`src/rtl/ratio_tick_gen.sv`:
```
module ratio_tick_gen #(
  parameter int W  = 8,
  parameter int PW = 12
) (
  input  logic          clk,
  input  logic          rst_n,
  input  logic          load,
  input  logic          mode,
  input  logic [W-1:0]  num,
  input  logic [W-1:0]  den,
  input  logic [PW-1:0] inc,
  output logic          tick
);

  logic [W-1:0]  n_q, m_q, err_q;
  logic [PW-1:0] inc_q, acc_q;
  logic          bres_q;
  logic [W:0]    sum, over;
  logic          none, full, hit;

  assign sum  = {1'b0, err_q} + {1'b0, n_q};
  assign over = sum - {1'b0, m_q};
  assign none = (n_q == '0);
  assign full = !none && (n_q >= m_q);
  assign hit  = !none && (full || (sum >= {1'b0, m_q}));

  always_ff @(posedge clk or negedge rst_n) begin
    if (!rst_n) begin
      n_q    <= '0;
      m_q    <= '0;
      err_q  <= '0;
      inc_q  <= '0;
      acc_q  <= '0;
      bres_q <= 1'b0;
    end else if (load) begin
      n_q    <= num;
      m_q    <= den;
      err_q  <= den >> 1;
      inc_q  <= inc;
      acc_q  <= '0;
      bres_q <= 1'b0;
    end else begin
      acc_q  <= acc_q + inc_q;
      bres_q <= hit;
      if (!none && !full)
        err_q <= hit ? over[W-1:0] : sum[W-1:0];
    end
  end

  assign tick = mode ? bres_q : acc_q[PW-1];

endmodule

```
`config.mk`:
```
export PLATFORM = sky130hd
export DESIGN_NAME = ratio_tick_gen
export DESIGN_NICKNAME = d
export VERILOG_FILES = /design/src/rtl/ratio_tick_gen.sv
export SDC_FILE = /design/constraint.sdc
export NUM_CORES = 1
export LEC_CHECK = 0
export BUFFER_PORTS_ARGS = -buffer_cell sky130_fd_sc_hd__buf_2
export CAP_MARGIN = 40
export CORE_ASPECT_RATIO = 1.5
export CORE_MARGIN = 5
export CORE_UTILIZATION = 30
export DETAILED_ROUTE_END_ITERATION = 10
export GPL_TIMING_DRIVEN = 1
export PLACE_DENSITY_LB_ADDON = 0.05
export SLEW_MARGIN = 40
export SYNTH_ARGS = -nofsm -noshare
export SYNTH_HDL_FRONTEND = slang
export SYNTH_SLANG_ARGS = --single-unit
```
`constraint.sdc`:
```
create_clock -name clk -period 4.6 [get_ports clk]
set_clock_uncertainty 0.15 [all_clocks]
set_input_delay 0.46 -clock clk [delete_from_list [all_inputs] [get_ports clk]]
set_output_delay 0.46 -clock clk [all_outputs]
set_load 0.03 [all_outputs]
```
==> key figures, run 1 <==
CTS
  • Inserted Clock Buffers: 5
  • Worst-path clk slew: 0.07 ns
  • Post_cts resized: 0
  • Post-CTS setup buffers: 0
  • Max Root-Sink Buffers: 2
  • CTS tree: built
  • Clock tree sinks: 49
  • CTS Hold Bufs: 0
  • Clk root buf: clkbuf_16
  • H-tree levels: 2
  • Clk_lat worst skew: 0.29 ns

Cells and area
  • Area of the multi-input gates: 1930 µm²
  • Area added between synthesis and finish: 14.5%
  • Nets: 412
  • FILL cells: 1154
  • Register Area: 1230 µm²
  • Share of layout cells above drive strength 1: 21.6%
  • Ant. Diodes: 0
  • Final cell count without fillers: 487

Critical path
  • Worst r2r dst: err_q[5]
  • Crit-path max cell delay: 0.44 ns
  • Arr. time, crit path: 3.63 ns
  • Worst path slowest cell: fa_1
  • Critical path capture point type: flop
  • WS Path Type: reg -> reg
  • Crit-path cells: ha_1 -> fa_1 -> a211oi_2 -> o21bai_1 -> a21oi_1 -> xnor2_1 -> ha_1 -> a21oi_1 -> nand2_1 -> o211ai_4 -> nand3_4 -> mux2_4 -> a2bb2oi_1
  • Setup crit start kind: flop
  • R2R depth: 13
  • Reg-to-reg startpoint: n_q[0]
  • CP required: 4.63 ns
  • R2r setup slk: 1.0 ns
  • Critical Path Fanout Max: 6

Yosys
  • Asr flop ratio synth: 100%
  • Most frequent cells after synthesis: 49 x dfrtp_1, 35 x ha_1, 26 x nor2_1
  • Top cell type's share of synthesized area: 37.9%
  • Synth Flop Type: dfrtp_1
  • Post-synthesis cell area: 3230 µm²
  • Most frequent cell after synthesis: dfrtp_1
  • Top cells by area, synth: dfrtp_1 38%, ha_1 14%, mux2_2 7.3%
  • Post-synth EDFFs: 0
  • Seq/Total Area, Yosys: 37.9%
  • Largest area contributor in the synthesized netlist: dfrtp_1
  • Yosys cell types: 47
  • Post-synth net total: 379
  • Synth Instances: 309
  • Avg Cell Area, Syn: 10.5 µm²
  • Synth Register Bits: 49
  • Syn. warnings: 0

Floorplanning
  • Die ar.: 13000 µm²
  • Core Area: 10600 µm²
  • Io pins: 33
  • Row count: 46
  • Die H: 137 µm
  • Die width: 94.8 µm
  • Starting Density: 30.5%

Detailed routing
  • Vias: 2350
  • Drt first pass iters: 4
  • DRC viols: 0
  • Average wire per standard cell: 15.7 µm
  • Post-Route WL: 7640 µm
  • Via/cell ratio: 4.83
  • DRT iter0 DRCs: 72
  • Detail Route Antenna Nets: 0

Timing
  • Fin. Hold Viols: 0
  • Fin crit period: 3.60 ns
  • Final period util: 78.3%
  • Setup TNS: 0 ns
  • F_max: 0.278 GHz
  • Unrepaired setup endpoints after global routing: false
  • Slew HR: 55.9%
  • Worst Tran Pin Value: 0.661 ns
  • Final Setup Violations: 0
  • Final Max Tran Viols: 0

Global routing
  • Congestion Overflow GR: 0
  • First-pass GRT wire length: 13000 µm
  • GRT Total Usage: 13.1%
  • Pin count of the biggest net entering global routing: 50
  • Initial antenna violation count: 0
  • Number of global-route vias before repair: 2613

Place
  • DP Wirelength: 5950 µm
  • Inst Count DP: 479
  • Number of port buffers: 32
  • Final GP Congestion: 0.752

Pwr
  • Internal: 0.00148 W
  • Sw Ratio: 42.6%
  • Static Leakage: 1.67 nW
  • Combinational share of power: 62.5%
  • Clock power share: 14.4%
  • VDD IR-drop max: 0.386 mV
  • Pwr/cell area: 695 nW/µm²
  • Psw: 0.00110 W
  • Sequential share of power: 23.1%
  • Tot Pwr: 0.00257 W

Run
  • Max Cap Viol: 0

Min path
  • Hold WC Path Type: in -> async

Run status
  • Status: completed
power groups by stage:
stage,registers [W],clock network [W],logic [W]
6_report,0.000594,0.000371,0.00161
5_1_grt,0.000608,0.000405,0.00183
4_1_cts,0.000597,0.000390,0.00164
3_5_place_dp,0.000605,0,0.00163
3_3_place_gp,0.000601,0,0.00163
2_1_floorplan,0.000585,0,0.00132
cells in the final DEF, fill, tap and decap left out, drive strengths merged:
master,instances
a2111oi,2
a211oi,6
a21boi,1
a21o,5
a21oi,16
a2bb2oi,1
a31oi,7
and2,2
buf,34
clkbuf,6
clkinvlp,2
dfrtp,49
fa,3
ha,35
inv,12
mux2,22
mux2i,6
nand2,18
nand2b,6
nand3,3
nand4,3
nor2,26
nor2b,4
nor3,2
nor4,2
o211ai,9
o21a,4
o21ai,22
o21bai,6
o22ai,1
o31a,2
o31ai,2
or2,2
or3,2
xnor2,12
xor2,8
stage by stage:
stage	util [%]	area, µm²	hold WS, ns	worst slack (ns)
CTS	35.0	3700	0.156	0.999
finish	35.0	3700	0.122	0.999
global placement	33.6	3560	0.352	1.07
global route	35.0	3700	0.195	0.842
detailed placement	33.6	3560	0.358	1.01
floorplan	-	3230	0.0144	1.27
critical path, delay by kind of cell (launching register included):
kind                       cells  cell delay, ns
adders and majority gates      3            1.00
xor gates and xnor gates       1            0.17
and+or+nand+nor                2            0.30
muxes                          1            0.33
DFF                            1            0.40
AOI/OAI and AO/OA              6            1.13
sequential cells by signal (all words and copies together) (netlist names):
| register | flops |
|---|---|
| n_q | 8 |
| bres_q | 1 |
| inc_q | 12 |
| err_q | 8 |
| acc_q | 12 |
| m_q | 8 |
per-layer routing:
metal,GRT usage [%],wire length (µm),up-vias
li1,-,-,1182
met1,14.9,3250,1130
met4,5.70,178,0
met2,24.2,4060,29
met5,0,0,-
met3,1.60,155,9
area by class of cell:
type                            count  share of cell area, %
Timing Repair Buffer               34                   4.73
Clock buffer                        6                   3.48
Clock inverter                      2                  0.405
Inverter                           12                   1.22
Multi-Input combinational cell    240                   52.2
Sequential cell                    49                   33.1
Tap cell                          144                   4.86
cell families (layout without fill, tap and decap cells):
logic type      Yosys count  count (layout)  synth area share, %
compound gates           84              84                 18.4
simple gates             70              70                 10.9
flops                    49              49                 37.9
fa+ha+maj                38              38                 15.4
mux                      28              28                 9.63
xor+xnor                 20              20                 5.42
buf+inv                  20              54                 2.32
how the worst max path moves through the flow:
stage	from	endpoint	slack, ns
CTS	n_q[0]	err_q[5]	1.0
floorplan	n_q[0]	err_q[5]	1.27
finish	n_q[0]	err_q[5]	1.0
detailed placement	n_q[0]	err_q[5]	1.01
global route	n_q[0]	err_q[5]	0.84
global placement	n_q[0]	err_q[5]	1.07
Note: power is estimated with default switching activity, not from simulation.
==> run 2: changes to the inputs <==
- clock period: 4.6 -> 3.2 ns (I/O delays scaled with it)
==> run 2 against run 1 <==
The flow now finishes with violations (setup timing). Largest power group unchanged. Global-route usage up 0.19 points. Via count grew 4.0%. Core utilization rose by 2.8 points. Maximum frequency grew 9.4%. Non-clock buffer count rose by 29.
==> key figures, run 2 (synthesized netlist as in run 1, its figures left out) <==
Run status
  • Status: finished, violations left (was completed)
  • Failing checks: setup timing

Floorplanning
  • Io pins: 33 (unchanged)
  • Row count: 46 (unchanged)
  • Die H: 137 µm (unchanged)
  • Die ar.: 13000 µm² (unchanged)
  • Die width: 94.8 µm (unchanged)
  • Starting Density: 30.5% (unchanged)
  • Core Area: 10600 µm² (unchanged)

Timing
  • Final Setup Violations: 8 (was 0)
  • Worst Tran Pin Value: 0.672 ns (was 0.661 ns)
  • Fin crit period: 3.29 ns (was 3.60 ns)
  • Final worst slack: -0.0898 ns (was 0.999 ns)
  • Unrepaired setup endpoints after global routing: true (was false)
  • F_max: 0.304 GHz (was 0.278 GHz)
  • Final Max Tran Viols: 0 (unchanged)
  • Final period util: 103% (was 78.3%)
  • Slew HR: 55.2% (was 55.9%)
  • Fin. Hold Viols: 0 (unchanged)

Global routing
  • Initial antenna violation count: 0 (unchanged)
  • First-pass GRT wire length: 13200 µm (was 13000 µm)
  • GRT Total Usage: 13.3% (was 13.1%)
  • Congestion Overflow GR: 0 (unchanged)
  • Pin count of the biggest net entering global routing: 33 (was 50)
  • Number of global-route vias before repair: 2682 (was 2613)

CTS
  • Worst-path clk slew: 0.07 ns (about the same)
  • Clock tree sinks: 49 (unchanged)
  • CTS tree: built (unchanged)
  • Inserted Clock Buffers: 5 (unchanged)
  • Clk root buf: clkbuf_16 (unchanged)
  • H-tree levels: 2 (unchanged)
  • Max Root-Sink Buffers: 2 (unchanged)
  • Clk_lat worst skew: 0.29 ns (about the same)

Pwr
  • Sequential share of power: 20.3% (was 23.1%)
  • Combinational share of power: 67.3% (was 62.5%)
  • Pwr/cell area: 1050 nW/µm² (was 695 nW/µm²)
  • Clock power share: 12.4% (was 14.4%)
  • Psw: 0.00172 W (was 0.00110 W)
  • Sw Ratio: 41.0% (was 42.6%)
  • VDD IR-drop max: 0.643 mV (was 0.386 mV)
  • Internal: 0.00248 W (was 0.00148 W)
  • Static Leakage: 1.83 nW (was 1.67 nW)

Cells and area
  • Final core utilization: 37.8% (was 35.0%)
  • FILL cells: 1120 (was 1154)
  • Post-Layout Inst Area: 4000 µm² (was 3700 µm²)
  • Top flop regs: acc_q (12), inc_q (12) (unchanged)
  • Ant. Diodes: 0 (unchanged)
  • Share of layout cells above drive strength 1: 30.4% (was 21.6%)
  • Area added between synthesis and finish: 23.8% (was 14.5%)
  • Most frequent cells in the layout: 49 x dfrtp_1, 33 x ha_1, 32 x buf_2 (was 49 x dfrtp_1, 35 x ha_1, 32 x buf_2)
  • Most common cell after layout, fill and taps aside: dfrtp_1 (unchanged)
  • Nets: 441 (was 412)

Detailed routing
  • Post-Route WL: 7890 µm (was 7640 µm)
  • Via/cell ratio: 4.73 (was 4.83)
  • Average wire per standard cell: 15.3 µm (was 15.7 µm)
  • Detail Route Antenna Nets: 0 (unchanged)
  • DRC viols: 0 (unchanged)
  • DRT iter0 DRCs: 68 (was 72)
  • Drt first pass iters: 3 (was 4)
  • Vias: 2443 (was 2350)

Critical path
  • Critical Path Fanout Max: 4 (was 6)
  • Arr. time, crit path: 3.31 ns (was 3.63 ns)
  • WS Path Type: reg -> reg (unchanged)
  • Setup crit start kind: flop (unchanged)
  • Critical path capture point type: flop (unchanged)
  • CP required: 3.23 ns (was 4.63 ns)

Run
  • Max Cap Viol: 0 (unchanged)

Place
  • Final GP Congestion: 0.791 (was 0.752)
  • DP Wirelength: 6160 µm (was 5950 µm)
  • Placed Area: 3690 µm² (was 3560 µm²)
  • Number of port buffers: 32 (unchanged)

Min path
  • Hold WC Path Type: in -> reg (was in -> async)
run 2: timing repair:
item                       CTS  global route
hold endpoints to repair    29             0
pin swaps                   11             7
cloned                       0             0
setup buffers                4             7
setup endpoints to repair    8             8
gates resized for setup      2            10
hold buffers                 1             0
run 2: final timing paths:
check	startpoint	to	slack [ns]	cells after the start
min in group asynchronous	rst_n	acc_q[1]	0.34	2
worst min-delay path	den[0]	m_q[0]	0.10	2
worst max register to register	err_q[0]	err_q[5]	-0.09	13
worst min register to register	inc_q[4]	inc_q[4]	0.37	1
worst max-delay path	err_q[0]	err_q[5]	-0.09	13
max in group asynchronous	rst_n	acc_q[8]	1.92	3
run 2: layout make-up:
type | instances | area [µm²] | share of cell area [%]
repair buffers | 63 | 419 | 10.5
inverters | 12 | 45.0 | 1.13
clock buffers | 8 | 136 | 3.41
flip-flops and latches | 49 | 1230 | 30.6
multi-input cells | 240 | 2000 | 49.9
well taps | 144 | 180 | 4.50
run 2: per-layer routing:
| layer | vias to the layer above | routed length (µm) | share of wire [%] | track usage [%] |
|---|---|---|---|---|
| met3 | 8 | 163 | 2.1 | 1.93 |
| met4 | 0 | 138 | 1.8 | 4.90 |
| met5 | - | 0 | 0 | 0 |
| met2 | 22 | 4330 | 55 | 25.2 |
| li1 | 1242 | - | - | - |
| met1 | 1171 | 3250 | 41 | 14.8 |
run 2: power by group through the flow:
stage                     clock (W)  combinational, W  sequential [W]
final                      0.000521           0.00283        0.000851
after global routing       0.000573           0.00315        0.000868
after CTS                  0.000541           0.00266        0.000854
after detailed placement          0           0.00257        0.000866
after floorplan                   0           0.00193        0.000841
after global placement            0           0.00257        0.000863
run 2: stage by stage:
| step | setup TNS (ns) | cells | worst slack (ns) | power (W) | hold WS [ns] |
|---|---|---|---|---|---|
| after floorplan | -0.0563 | 309 | -0.0563 | 0.00277 | -0.126 |
| after global placement | -0.569 | 495 | -0.111 | 0.00343 | 0.269 |
| after detailed placement | -1.05 | 495 | -0.175 | 0.00343 | 0.269 |
| after CTS | -0.483 | 508 | -0.0993 | 0.00405 | 0.0969 |
| after global routing | -1.64 | 516 | -0.240 | 0.00459 | 0.0981 |
| final | -0.457 | 516 | -0.0898 | 0.00420 | 0.102 |
run 2: critical path: stages, from the launching register on:
cell       delay [ns]
dfrtp_1          0.38
ha_2             0.20
fa_2             0.37
a211oi_4         0.23
o21bai_1         0.12
a21oi_2          0.17
xnor2_2          0.10
ha_1             0.36
a21oi_2          0.21
nand2_2          0.09
o211ai_4         0.22
nand3_4          0.13
mux2_4           0.31
a2bb2oi_1        0.12
